### src/rtl/reuse_insert_predictor.sv
module reuse_insert_predictor #(
  parameter int ADDR_W        = 32,
  parameter int CACHE_BLOCKS  = 64,
  parameter int BITS_PER_ADDR = 8,
  parameter int ROT_A         = 7,
  parameter int ROT_B         = 19
) (
  input  logic              clk,
  input  logic              rst_n,
  input  logic              evict_valid,
  input  logic [ADDR_W-1:0] evict_addr,
  input  logic              miss_valid,
  input  logic [ADDR_W-1:0] miss_addr,
  output logic              verdict_valid,
  output logic              verdict_hit,
  output logic              insert_mru
);
  localparam int FILTER_BITS = CACHE_BLOCKS * BITS_PER_ADDR;
  localparam int IDX_W       = $clog2(FILTER_BITS);
  localparam int CNT_W       = $clog2(CACHE_BLOCKS + 1);
  localparam logic [CNT_W-1:0] LAST_CNT = CNT_W'(CACHE_BLOCKS - 1);
  localparam logic [15:0] SEED = 16'hACE1;

  function automatic logic [IDX_W-1:0] fold_idx(input logic [ADDR_W-1:0] a, input int rot);
    logic [ADDR_W-1:0] r;
    logic [IDX_W-1:0]  idx;
    r   = (rot == 0) ? a : ((a << rot) | (a >> (ADDR_W - rot)));
    idx = '0;
    for (int i = 0; i < ADDR_W; i++) idx[i % IDX_W] ^= r[i];
    return idx;
  endfunction

  logic [FILTER_BITS-1:0] filt;
  logic [CNT_W-1:0]       evict_cnt;
  logic [15:0]            lfsr;

  wire [IDX_W-1:0] ev_a = fold_idx(evict_addr, ROT_A);
  wire [IDX_W-1:0] ev_b = fold_idx(evict_addr, ROT_B);
  wire [IDX_W-1:0] ms_a = fold_idx(miss_addr, ROT_A);
  wire [IDX_W-1:0] ms_b = fold_idx(miss_addr, ROT_B);

  wire present  = filt[ms_a] & filt[ms_b];
  wire rare_mru = (lfsr[4:0] == 5'd0);
  wire [15:0] lfsr_nxt = {lfsr[14:0], lfsr[15] ^ lfsr[13] ^ lfsr[12] ^ lfsr[10]};

  always_ff @(posedge clk) begin
    if (!rst_n) begin
      filt      <= '0;
      evict_cnt <= '0;
    end else if (evict_valid) begin
      if (evict_cnt == LAST_CNT) begin
        filt      <= '0;
        evict_cnt <= '0;
      end else begin
        filt[ev_a] <= 1'b1;
        filt[ev_b] <= 1'b1;
        evict_cnt  <= evict_cnt + 1'b1;
      end
    end
  end

  always_ff @(posedge clk) begin
    if (!rst_n) begin
      lfsr          <= SEED;
      verdict_valid <= 1'b0;
      verdict_hit   <= 1'b0;
      insert_mru    <= 1'b0;
    end else begin
      verdict_valid <= miss_valid;
      verdict_hit   <= miss_valid & present;
      insert_mru    <= miss_valid & (present | rare_mru);
      if (miss_valid) lfsr <= lfsr_nxt;
    end
  end
endmodule


### config.mk
export PLATFORM = sky130hd
export DESIGN_NAME = reuse_insert_predictor
export DESIGN_NICKNAME = d
export VERILOG_FILES = /design/src/rtl/reuse_insert_predictor.sv
export SDC_FILE = /design/constraint.sdc
export NUM_CORES = 2
export LEC_CHECK = 0
export BUFFER_PORTS_ARGS = -buffer_cell sky130_fd_sc_hd__buf_2
export CAP_MARGIN = 5
export CORE_MARGIN = 4
export CORE_UTILIZATION = 49
export DETAILED_ROUTE_END_ITERATION = 10
export SYNTH_ARGS = -nofsm -noshare
export SYNTH_HDL_FRONTEND = slang
export SYNTH_SLANG_ARGS = --single-unit
### constraint.sdc
create_clock -name clk -period 3.95 [get_ports clk]
set_input_delay 0.5925 -clock clk [delete_from_list [all_inputs] [get_ports clk]]
set_output_delay 0.5925 -clock clk [all_outputs]
set_load 0.05 [all_outputs]
==> out/results.ini <==
[outcome]
status=complete, no violations

[worst_hold_path]
hp-class=input port to register
min_from=miss_valid
hold-path-endpoint=lfsr[15]
min_path_cells=3

[cts]
cts_made_buffers=61
insertion_delay_ns=0.68
cts_setup_buffers=0
cts_buffer_depth=3
cts-resized-gates=0
cts_tree=yes
clk_pin_slew_ns=0.06
clock_sinks=538
cts-root-buf=clkbuf_16
ctsHoldBuffers=0
cts-htree-levels=2

[drt]
firstDrtPassIters=7
vias=34800
wl_per_cell_um=33.62
drtIter0Drc=6246
viasPerCell=7.330
antenna_left=0
wirelength_um=159600
drc_errors=0

[floorplanning]
core_mm2=0.06217
die_h_um=259.3
start_util_pct=49.78
io_pins=71
placementRows=91
dieArea_mm2=0.06724
dieWidth_um=259.3

[timing]
relSlewSlack_pct=24.91
finalHoldViolations=0
timing.final.crit_share_pct=89.90
fin_skew_ns=0.04021
rsz0062_at_grt=no
worst_slew_pin_slew_ns=1.121
period_minus_slack_ns=3.551
setup_tns_ns=0
fmax_mhz=281.6
setup_viol=0
slew_viol_final=0

[global_routing]
grt_use_total_pct=45.60
antenna_found_initial=8
grt_max_degree=207
overflow=0
grt_pass1_vias=32740
grt_pass1_wl_um=226900

[yosys]
syn-instance-count=3803
yosys.area.top_type_share_pct=34.80
synth_xor_area_share_pct=3.716
yosysWarnings=0
synth_area_mm2=0.03095
synthFlopType=dfxtp_1
synth_simple_gate_area_share_pct=16.44
seq_area_frac_synth_pct=34.80
synth-compound-area-share_pct=24.25
netlist_top_cells_area=dfxtp_1 (35%), mux4_2 (13%), o22ai_1 (10%), a21oi_1 (7.8%), nor2_1 (6.5%)
syn_avg_cell_area_um2=8.137
synth_top_family_by_area=compound AO/OA/AOI/OAI gates
synthAdderAreaFrac_pct=0.04043
synth_edf_count=0
synthArstFlopShare_pct=0
synth_area_leader_cell=dfxtp_1
synthDistinctLibCells=65
syn-num-nets=3872
synthMuxAreaShare_pct=15.10
ys_seq_elements=538

[worst_setup_path]
r2r_cells=10
r2r-end=insert_mru
cp_num_buf_inv=2
path_delay_family=simple AND/OR/NAND/NOR gates
reg2reg_slack_ns=1.22
cpMostUsedCell=nand4_1
path_class=input port to register
crit_arrival_ns=4.14
cp_slowest_cell=nor2_1
crit_path_max_fanout=13
slowest_delay_ns=0.84
crit_path_end_kind=register
cp-start-kind=input port
cp_cell_sequence=buf_2, xor2_1, xnor2_1, buf_4, nor2_1, nand4_1, nand4_1, nor3_1, a311oi_1, o211ai_1, o211a_1, a21o_1
r2r-start=filt[22]
crit_required_ns=4.53

[cells_and_area]
final_cell_mix=dfxtp_1 (538), nor2_1 (536), o22ai_1 (519), a21oi_1 (480), nand2_1 (461)
final_common_cell=dfxtp_1
area_growth_pct=16.45
fin_cells=4747
drive_gt1_share_pct=18.31
nNetsFinal=3925

[flow_run]
maxCapViolations=0

[placed_design]
dp_hpwl_um=97180
portBuffers=70
place_congestion=1.023
placed_cells=4630

[power]
ir_drop_mv=0.4038
p_leak_nw=12.18
power_w=0.01731
p_per_area_mw_per_mm2=480.4

## cells in the mapped netlist, types with 3 or more instances
cell         n
a211oi_1     4
a21boi_0    62
a21oi_1    480
a221oi_1    10
a22oi_1     13
a311oi_1     7
a31oi_1     25
a32o_1       3
a32oi_1     12
and2_1       5
and3_1      11
buf_1       76
buf_2       39
buf_4       12
buf_6       12
buf_8        3
clkbuf_1   249
dfxtp_1    538
mux2i_1     52
mux4_1       8
mux4_2     175
nand2_1    493
nand3_1    121
nand4_1     48
nor2_1     537
nor2b_1     10
nor3_1      17
nor4_1       7
o2111ai_1   10
o211ai_1     3
o21ai_0     85
o21ai_1      5
o221ai_1     3
o22ai_1    519
o31ai_1      4
xnor2_1     71
xnor2_2      7
xnor2_4      3
xor2_1      26
xor2_2       3
## worst reg2reg max path, cell delays in order (launching register included)
cell      delay, ns
dfxtp_1        0.35
mux4_2         0.48
mux2i_1        0.22
a32oi_1        0.07
o21ai_0        0.45
o311ai_0       0.24
buf_4          0.21
nor4bb_1       0.12
buf_4          0.14
o211a_1        0.22
a21o_1         0.15
## cell type report
type | count | area, um2
diodes | 5 | 12.51
clock buffers | 88 | 1718
clock inverters | 24 | 386.6
fillers | 5644 | 26130
inverters | 4 | 15.01
multi-input cells | 2867 | 18670
flip-flops and latches | 538 | 10770
well taps | 837 | 1047
repair buffers | 384 | 3418
## registers in the layout, summed over array words and instances (netlist names)
register	flops
lfsr	16
filt	512
evict_cnt	7
verdict_hit	1
insert_mru	1
verdict_valid	1
## where the power goes
part	switching, W	internal, W
Sequential	0.0000511	0.00548
Clock	0.00256	0.00355
Combinational	0.00398	0.00169
## per-stage QoR
step | area, um2 | hold slack (ns) | worst slack (ns) | util (%)
after detailed placement | 33920 | 0.4711 | -0.1037 | 54.56
after global routing | 36020 | 0.4454 | 0.3999 | 57.95
after global placement | 33920 | 0.4564 | -0.07180 | 54.56
final | 36040 | 0.4092 | 0.3988 | 57.97
after CTS | 36020 | 0.4081 | 0.5932 | 57.95
after floorplan | 30950 | 0.4413 | 0.6951 | -
## cells by family after synthesis
kind of cell	after synthesis
flip-flops	538
buffers and inverters	398
AND/OR/NAND/NOR	1252
AO/OA/AOI/OAI	1267
adder cells (fa/ha/maj)	1
XOR/XNOR	112
multiplexers	235
## worst max-delay path by stage
stage | start | slack, ns | to | cells after the start
2_1_floorplan | miss_addr[13] | 0.70 | insert_mru | 13
3_5_place_dp | miss_addr[20] | -0.10 | insert_mru | 13
4_1_cts | miss_addr[20] | 0.59 | insert_mru | 13
5_1_grt | miss_addr[6] | 0.40 | insert_mru | 12
6_report | miss_addr[7] | 0.40 | insert_mru | 12
3_3_place_gp | miss_addr[20] | -0.07 | insert_mru | 13
## routing by layer
| layer | share of wire [%] | track usage (%) | up-vias | wire length, um |
|---|---|---|---|---|
| met4 | 8.7 | 30.66 | 8 | 13810 |
| met3 | 17 | 18.76 | 927 | 26930 |
| li1 | - | - | 14150 | - |
| met2 | 39 | 63.46 | 3308 | 62900 |
| met5 | 0.061 | 0.6579 | - | 97 |
| met1 | 35 | 57.64 | 16410 | 55840 |
(Power assumes the default switching activity.)
